==> config.mk <==
export PLATFORM = sky130hd
export DESIGN_NAME = slave_arb_seq
export DESIGN_NICKNAME = d
export VERILOG_FILES = /design/src/rtl/slv_arb_pkg.sv /design/src/rtl/sync2.sv /design/src/rtl/grant_filter.sv /design/src/rtl/arb_fsm.sv /design/src/rtl/slave_arb_seq.sv
export SDC_FILE = /design/constraint.sdc
export NUM_CORES = 1
export LEC_CHECK = 0
export ABC_AREA = 1
export BUFFER_PORTS_ARGS = -buffer_cell sky130_fd_sc_hd__buf_2
export CAP_MARGIN = 25
export CORE_MARGIN = 8
export CORE_UTILIZATION = 30
export DETAILED_ROUTE_END_ITERATION = 6
export HOLD_SLACK_MARGIN = 0.15
export PLACE_DENSITY = 0.58
export SYNTH_ARGS = -nofsm -noshare
export SYNTH_HDL_FRONTEND = slang
export SYNTH_SLANG_ARGS = --single-unit
export TNS_END_PERCENT = 10
==> constraint.sdc <==
create_clock -name clk_i -period 3.15 [get_ports clk_i]
set_input_delay 0.1575 -clock clk_i [delete_from_list [all_inputs] [get_ports clk_i]]
set_output_delay 0.1575 -clock clk_i [all_outputs]
set_load 0.02 [all_outputs]
==> src/rtl/slv_arb_pkg.sv <==
package slv_arb_pkg;
  typedef enum logic [2:0] {
    ST_IDLE, ST_DIRECT, ST_REQ, ST_XFER, ST_RELEASE, ST_FREE
  } arb_state_e;

  localparam logic STAT_DONE = 1'b0;
  localparam logic STAT_SKIP = 1'b1;
endpackage

==> src/rtl/sync2.sv <==
module sync2 #(
  parameter int unsigned          WIDTH   = 2,
  parameter logic [WIDTH-1:0]     RST_VAL = '0
) (
  input  logic             clk_i,
  input  logic             rst_ni,
  input  logic [WIDTH-1:0] d_i,
  output logic [WIDTH-1:0] q_o
);
  logic [WIDTH-1:0] s1_q, s2_q;

  always_ff @(posedge clk_i or negedge rst_ni) begin
    if (!rst_ni) begin
      s1_q <= RST_VAL;
      s2_q <= RST_VAL;
    end else begin
      s1_q <= d_i;
      s2_q <= s1_q;
    end
  end

  assign q_o = s2_q;
endmodule

==> src/rtl/grant_filter.sv <==
module grant_filter #(
  parameter int unsigned GRANT_CYCLES = 3
) (
  input  logic clk_i,
  input  logic rst_ni,
  input  logic clr_i,
  input  logic en_low_i,
  output logic granted_o
);
  localparam int unsigned CW = $clog2(GRANT_CYCLES + 1);
  localparam logic [CW-1:0] CNT_MAX = CW'(GRANT_CYCLES);

  logic [CW-1:0] cnt_q;

  always_ff @(posedge clk_i or negedge rst_ni) begin
    if (!rst_ni)                     cnt_q <= '0;
    else if (clr_i || !en_low_i)     cnt_q <= '0;
    else if (cnt_q != CNT_MAX)       cnt_q <= cnt_q + 1'b1;
  end

  assign granted_o = (cnt_q == CNT_MAX);

  // a grant needs an unbroken run of low samples
  assert_grant_run_R7: assert property (@(posedge clk_i) disable iff (!rst_ni)
    (!en_low_i && !clr_i) |=> !granted_o);
endmodule

==> src/rtl/arb_fsm.sv <==
module arb_fsm
  import slv_arb_pkg::*;
(
  input  logic clk_i,
  input  logic rst_ni,
  input  logic en_n_s_i,
  input  logic busy_s_i,
  input  logic granted_i,
  input  logic cyc_start_i,
  input  logic cyc_end_i,
  input  logic addr_cyc_i,
  input  logic addr_primary_i,
  input  logic addr_match_i,
  output logic req_o,
  output logic wait_o,
  output logic nrun_no,
  output logic xfer_no,
  output logic stat_o,
  output logic stat_vld_o,
  output logic addr_ack_o,
  output logic start_acc_o
);
  arb_state_e state_q, state_d;
  logic       stat_q, stat_vld_q, ack_q;
  logic       bypass, data_done;

  assign start_acc_o = (state_q == ST_IDLE) && cyc_start_i;
  assign bypass      = start_acc_o && en_n_s_i && busy_s_i;
  assign data_done   = cyc_end_i && ((state_q == ST_DIRECT) || (state_q == ST_XFER));

  always_comb begin
    state_d = state_q;
    unique case (state_q)
      ST_IDLE:
        if (cyc_start_i) begin
          if (!en_n_s_i)      state_d = ST_DIRECT;
          else if (!busy_s_i) state_d = ST_REQ;
        end
      ST_DIRECT:  if (cyc_end_i) state_d = ST_IDLE;
      ST_REQ:     if (granted_i) state_d = ST_XFER;
      ST_XFER:    if (cyc_end_i) state_d = ST_RELEASE;
      ST_RELEASE: state_d = ST_FREE;
      ST_FREE:    state_d = ST_IDLE;
      default:    state_d = ST_IDLE;
    endcase
  end

  always_ff @(posedge clk_i or negedge rst_ni) begin
    if (!rst_ni) state_q <= ST_IDLE;
    else         state_q <= state_d;
  end

  always_ff @(posedge clk_i or negedge rst_ni) begin
    if (!rst_ni) begin
      stat_q     <= STAT_DONE;
      stat_vld_q <= 1'b0;
      ack_q      <= 1'b0;
    end else begin
      stat_vld_q <= 1'b0;
      if (bypass) begin
        stat_vld_q <= 1'b1;
        stat_q     <= STAT_SKIP;
      end else if (data_done) begin
        stat_vld_q <= 1'b1;
        stat_q     <= STAT_DONE;
      end else if (addr_cyc_i && !addr_primary_i && en_n_s_i) begin
        stat_vld_q <= 1'b1;
        stat_q     <= STAT_DONE;
      end
      ack_q <= addr_cyc_i && (addr_primary_i || (!en_n_s_i && addr_match_i));
    end
  end

  assign req_o      = (state_q == ST_REQ) || (state_q == ST_XFER);
  assign wait_o     = req_o || (state_q == ST_RELEASE);
  assign nrun_no    = !((state_q == ST_XFER) || (state_q == ST_RELEASE) || (state_q == ST_FREE));
  assign xfer_no    = !((state_q == ST_DIRECT) || (state_q == ST_XFER));
  assign stat_o     = stat_q;
  assign stat_vld_o = stat_vld_q;
  assign addr_ack_o = ack_q;

  assert_primary_ack_R2: assert property (@(posedge clk_i) disable iff (!rst_ni)
    (addr_cyc_i && addr_primary_i) |=> addr_ack_o);
  assert_direct_holds_R4: assert property (@(posedge clk_i) disable iff (!rst_ni)
    (!xfer_no && req_o == 1'b0 && !cyc_end_i) |=> !xfer_no);
  assert_bypass_quiet_R5: assert property (@(posedge clk_i) disable iff (!rst_ni)
    bypass |=> (stat_vld_o && stat_o && xfer_no && !req_o));
  assert_req_with_wait_R6: assert property (@(posedge clk_i) disable iff (!rst_ni)
    req_o |-> wait_o);
  assert_run_after_grant_R7: assert property (@(posedge clk_i) disable iff (!rst_ni)
    $fell(nrun_no) |-> $past(granted_i));
  assert_req_drop_keeps_run_R8: assert property (@(posedge clk_i) disable iff (!rst_ni)
    $fell(req_o) |-> (!nrun_no && wait_o));
  assert_wait_before_run_R8: assert property (@(posedge clk_i) disable iff (!rst_ni)
    $rose(nrun_no) |-> $past(!wait_o));
endmodule

==> src/rtl/slave_arb_seq.sv <==
module slave_arb_seq #(
  parameter int unsigned GRANT_CYCLES = 3
) (
  input  logic clk_i,
  input  logic rst_ni,
  input  logic en_ni,
  input  logic busy_i,
  input  logic cyc_start_i,
  input  logic cyc_end_i,
  input  logic addr_cyc_i,
  input  logic addr_primary_i,
  input  logic addr_match_i,
  output logic req_o,
  output logic wait_o,
  output logic nrun_no,
  output logic xfer_no,
  output logic stat_o,
  output logic stat_vld_o,
  output logic addr_ack_o
);
  logic [1:0] sync_q;
  logic       en_n_s, busy_s, granted, start_acc;

  sync2 #(.WIDTH(2), .RST_VAL(2'b01)) u_sync (
    .clk_i (clk_i),
    .rst_ni(rst_ni),
    .d_i   ({busy_i, en_ni}),
    .q_o   (sync_q)
  );
  assign en_n_s = sync_q[0];
  assign busy_s = sync_q[1];

  grant_filter #(.GRANT_CYCLES(GRANT_CYCLES)) u_filt (
    .clk_i    (clk_i),
    .rst_ni   (rst_ni),
    .clr_i    (start_acc),
    .en_low_i (!en_n_s),
    .granted_o(granted)
  );

  arb_fsm u_fsm (
    .clk_i         (clk_i),
    .rst_ni        (rst_ni),
    .en_n_s_i      (en_n_s),
    .busy_s_i      (busy_s),
    .granted_i     (granted),
    .cyc_start_i   (cyc_start_i),
    .cyc_end_i     (cyc_end_i),
    .addr_cyc_i    (addr_cyc_i),
    .addr_primary_i(addr_primary_i),
    .addr_match_i  (addr_match_i),
    .req_o         (req_o),
    .wait_o        (wait_o),
    .nrun_no       (nrun_no),
    .xfer_no       (xfer_no),
    .stat_o        (stat_o),
    .stat_vld_o    (stat_vld_o),
    .addr_ack_o    (addr_ack_o),
    .start_acc_o   (start_acc)
  );
endmodule

==> results of run 1 <==
metal layers:
metal  GRT usage  vias to the layer above
met2       0.111                       13
met3      0.0280                        4
li1            -                      270
met4      0.0306                        0
met5           0                        -
met1      0.0886                      238
per-stage QoR:
| step | area, um2 | util | hold WS, ns | total power, uW |
|---|---|---|---|---|
| finish | 787 | 0.414 | 0.185 | 665 |
| global route | 787 | 0.414 | 0.193 | 720 |
| CTS | 787 | 0.414 | 0.177 | 674 |
| detailed placement | 691 | 0.363 | 0.0515 | 543 |
| global placement | 691 | 0.363 | 0.0491 | 536 |
| floorplan | 582 | - | -0.138 | 457 |
flip-flops by register name (all words and copies together) (netlist names):
signal and cells:
u_filt.cnt_q 2, u_fsm.addr_ack_o 1, u_fsm.stat_o 1, u_fsm.stat_vld_o 1, u_fsm.state_q 3, u_sync.q_o 2, u_sync.s1_q 2
synthesized netlist by cell type:
cell type   n
a21boi_0    1
nand3_1     7
a21oi_1     1
nand2_2     3
o21ai_0     2
inv_2       2
nand4_1     1
dfrtp_1    10
nand2_1    18
ha_1        1
xor2_1      1
inv_1      10
o21ai_2     1
a31oi_1     1
nor2_1      7
nand3_2     1
dfstp_2     2
nor2_2      1
nor3_1      1
cell type report:
type                    count  share of cell area
clock buffers               4              0.0461
inverters                  12              0.0572
multi-input cells          47               0.297
flip-flops and latches     12               0.385
well taps                  27              0.0429
repair buffers             21               0.172
power breakdown:
group	switching, uW	total (uW)	internal, uW	leakage (uW)
logic	206	320	114	0.000263
registers	30.6	223	193	0.000148
clock network	51.2	121	70.2	0.0000210
what timing repair did:
action / 4_1_cts / 5_1_grt
hold endpoints to repair: 16 / 0
hold buffers: 6 / 0
setup buffers: 0 / 0
critical path, stage by stage, from the launching register on:
cell	delay (ns)
dfrtp_1	0.45
nor2_1	0.19
nand2_1	0.09
nand2_1	0.09
nor2_1	0.05
buf_2	0.15
worst max-delay path by stage:
stage	start	endpoint	cells after the start
4_1_cts	u_fsm.state_q[1]	nrun_no	5
3_3_place_gp	u_fsm.state_q[1]	nrun_no	5
6_report	u_fsm.state_q[1]	nrun_no	5
5_1_grt	u_fsm.state_q[1]	nrun_no	5
3_5_place_dp	u_fsm.state_q[1]	nrun_no	5
2_1_floorplan	u_fsm.state_q[1]	nrun_no	4
cells by family (layout without fill, tap and decap cells):
kind of cell	Yosys count	in the layout	synth area share
simple gates	39	39	0.301
xor+xnor	1	1	0.0151
flops	12	12	0.520
compound gates	6	6	0.0645
buf+inv	12	37	0.0774
fa+ha+maj	1	1	0.0215
==> flow_metrics.tcl, run 1 <==
set metrics [dict create \
    status "completed" \
    grt_antenna_before_repair 0 \
    pin_count 16 \
    routed-wl-met2_um 577 \
    grt_pass1_wl_um 1980 \
    whs_endpoint "u_filt.cnt_q[0]" \
    synth_top_area_cell "dfrtp_1" \
    gp_congestion 0.826 \
    hold_path.class "in2reg" \
    power-per-cell-area_mw_per_mm2 845 \
    cp.required_ns 2.99 \
    crit_path_end_kind "output port" \
    met1Wirelength_um 560 \
    cts_tree "done" \
    drc 0 \
    criticalPathCategory "reg2out" \
    seqCellArea_um2 303 \
    reg2reg_slack_ns 1.71 \
    dp_hpwl_um 939 \
    yosys_warnings 0 \
    ys_ff_latch 12 \
    pre_cts_ws_ns 2.00 \
    yosys-top-cells-area "dfrtp_1 43%, nand2_1 12%, dfstp_2 9.0%, inv_1 6.5%, nand3_1 6.0%" \
    wl_per_cell_um 9.95 \
    rsz0062_at_grt "false" \
    placed_cells 113 \
    fin_crit_ns 1.44 \
    drt_wl_total_um 1220 \
    cts.clk_slew.worst_paths_ns 0.07 \
    setup_viol 0 \
    antennaDiodeCount 0 \
    setup.worst_path.start_class "flop" \
    fillers 187 \
    avgSynthCellArea_um2 8.19 \
    top_layer "met4" \
    drtIter0Drc 15 \
    grt-ovfl-total 0 \
    die_w_um 60.0 \
    ctsRootBufferMaster "clkbuf_4" \
    finalClockSkew_ns 0.00659 \
    grt_start_max_net_pins 13 \
    rows 16 \
    layout.cells.non_filler 123 \
    fin_nets 107 \
    track_usage 0.0728 \
    r2r-end "u_fsm.addr_ack_o" \
    die_h_um 60.0 \
    cts_resized 0 \
    synth_cell_type_count 19 \
    multi_input_area_um2 234 \
    finalMaxSlewViolations 0 \
    num_vias 525 \
    cp.arrival_ns 1.28 \
    min-delay-start "cyc_start_i" \
    worst_slack_ns 1.71 \
    grt_pass1_vias 488 \
    relSlewSlack 0.822 \
    routed-wl-met3_um 74 \
    regToRegStartpoint "u_sync.q_o[0]" \
    p_leak_uw 0.000432 \
    first_pass_iters 4 \
    min_period_over_period 0.458 \
    clock_path_buffers 2 \
    viasPerCell 4.27 \
    syn_to_final_growth_pct 35.3 \
    hold_viol 0 \
    cp_max_fo 7 \
    mostFrequentLayoutCell "nand2_1" \
    antenna_left 0 \
    ff2ff_path_depth 4 \
    drive_above_1_share 0.302 \
    peakVddDrop_uv 297 \
    dieArea_mm2 0.00360 \
    ys_seq_area_frac 0.520 \
    io_buffer_count 15 \
    syn-num-nets 81 \
    worstHoldPathCells 4 \
    initial_core_util 0.306 \
    coreArea_mm2 0.00190 \
    clock_latency_ns 0.27 \
    tns_ns 0 \
    syn_area_um2 582 \
    final_cell_mix "18 x nand2_1, 15 x buf_2, 10 x inv_1, 10 x dfrtp_1" \
    worst_pin_slew_ns 0.266 \
    h-tree-depth 1 \
    max_clock_freq_ghz 0.694 \
    cts_buffers 3 \
    syn_inst 71 \
    yosysTopAreaCellShare 0.430 \
    drv_cap 0 \
    numClockSinks 12 \
]
Power figures use the tool's default switching activity.
==> run 2: changes to the inputs <==
--- a/config.mk
+++ b/config.mk
@@ -12,7 +12,7 @@
 export CORE_UTILIZATION = 30
 export DETAILED_ROUTE_END_ITERATION = 6
 export HOLD_SLACK_MARGIN = 0.15
-export PLACE_DENSITY = 0.58
+export PLACE_DENSITY = 0.59
 export SYNTH_ARGS = -nofsm -noshare
 export SYNTH_HDL_FRONTEND = slang
 export SYNTH_SLANG_ARGS = --single-unit
==> constraint.sdc (replaced) <==
create_clock -name clk_i -period 1.23 [get_ports clk_i]
set_input_delay 0.0615 -clock clk_i [delete_from_list [all_inputs] [get_ports clk_i]]
set_output_delay 0.0615 -clock clk_i [all_outputs]
set_load 0.02 [all_outputs]
==> flow_metrics.tcl, run 2 (synthesized netlist as in run 1, its figures left out) <==
set metrics [dict create \
    die_h_um 60.0 \
    p_leak_uw 0.000492 \
    antenna_left 0 \
    antennaDiodeCount 0 \
    drc 0 \
    track_usage 0.0913 \
    initial_core_util 0.306 \
    relSlewSlack 0.820 \
    fin_nets 118 \
    cts_buffers 3 \
    cp_slowest_cell "dfrtp_1" \
    drv_cap 0 \
    largest_register "u_fsm.state_q" \
    clock_latency_ns 0.27 \
    mostFrequentLayoutCell "nand2_1" \
    min_period_over_period 1.04 \
    wl_per_cell_um 11.1 \
    drive_above_1_share 0.439 \
    dieArea_mm2 0.00360 \
    grt_antenna_before_repair 0 \
    worst_pin_slew_ns 0.270 \
    cp.depth 5 \
    cts.clk_slew.worst_paths_ns 0.08 \
    grt_pass1_vias 603 \
    clock_path_buffers 2 \
    dpl_cell_area_um2 691 \
    max_stage_delay_ns 0.42 \
    crit_path_end_kind "output port" \
    gp_congestion 0.883 \
    largest_reg_flops 3 \
    max_clock_freq_ghz 0.778 \
    first_pass_iters 3 \
    status "finished, violations left" \
    cp.arrival_ns 1.22 \
    final_cell_mix "16 x nand2_1, 12 x buf_2, 9 x inv_1, 9 x buf_4" \
    num_vias 577 \
    critPathTopFamily "flip-flops" \
    finalClockSkew_ns 0.00546 \
    hold_path.class "in2async" \
    io_buffer_count 15 \
    path_buf_inv 3 \
    viasPerCell 4.31 \
    dp_hpwl_um 969 \
    drtIter0Drc 10 \
    hold_viol 0 \
    ctsRootBufferMaster "clkbuf_4" \
    fin_util 0.487 \
    drt_wl_total_um 1490 \
    grt-ovfl-total 0 \
    violations "negative setup slack" \
    power-per-cell-area_mw_per_mm2 2250 \
    finalMaxSlewViolations 0 \
    crit_chain "inv_2, buf_4, nor3_2, nor2_2, buf_6" \
    setup.worst_path.start_class "flop" \
    pre_cts_ws_ns 0.110 \
    fillers 172 \
    cp.required_ns 1.17 \
    criticalPathCategory "reg2out" \
    peakVddDrop_uv 1000 \
    fin_crit_ns 1.28 \
    cp_max_fo 4 \
    numClockSinks 12 \
    grt_start_max_net_pins 13 \
    die_w_um 60.0 \
    rows 16 \
    hold_ws_ns 0.183 \
    fin_area_um2 926 \
    cts_tree "done" \
    coreArea_mm2 0.00190 \
    h-tree-depth 1 \
    tns_ns -0.123 \
    setup_viol 5 \
    rsz0062_at_grt "true" \
    syn_to_final_growth_pct 59.1 \
    worst_slack_ns -0.0547 \
    ff2ff_path_depth 8 \
    pin_count 16 \
    grt_pass1_wl_um 2460 \
]
## run 2: metal layers
| metal | vias to the layer above | track usage | wire, um |
|---|---|---|---|
| li1 | 297 | - | - |
| met5 | - | 0 | 0 |
| met4 | 0 | 0.0272 | 7 |
| met2 | 10 | 0.166 | 812 |
| met1 | 268 | 0.0874 | 594 |
| met3 | 2 | 0.0452 | 79 |
## run 2: area by class of cell
cell class,instances,area (um2),area share
inverter,12,45.0,0.0486
tap,27,33.8,0.0365
clock buffer,4,36.3,0.0392
multi-input combinational,47,264,0.285
timing repair buffer,32,241,0.261
sequential,12,305,0.330
## run 2: worst paths after layout
kind	endpoint	slack, ns	startpoint
worst max-delay path	nrun_no	-0.05	u_fsm.state_q[2]
worst min-delay path	u_fsm.stat_o	0.18	rst_ni
worst max register to register	u_fsm.state_q[1]	0	u_fsm.state_q[2]
worst min register to register	u_sync.q_o[1]	0.36	u_sync.s1_q[1]
max in group asynchronous	u_sync.s1_q[0]	0.77	rst_ni
min in group clk_i	u_sync.q_o[1]	0.36	u_sync.s1_q[1]
## run 2: timing repair
item	4_1_cts	5_1_grt
endpoints found under the hold margin	20	0
pin swaps	5	4
setup endpoints to repair	3	10
setup buffers	7	2
gates resized for setup	10	7
hold buffers	8	0
## run 2: where the power goes
part / total, uW / switching [uW] / internal, uW
logic: 1170 / 639 / 528
clock network: 314 / 134 / 180
registers: 602 / 103 / 499
total: 2080 / 876 / 1210
## run 2: stage by stage
| step | power, uW | std cells |
|---|---|---|
| CTS | 1980 | 132 |
| floorplan | 1170 | 71 |
| global route | 2240 | 134 |
| detailed placement | 1400 | 113 |
| global placement | 1370 | 113 |
| finish | 2080 | 134 |
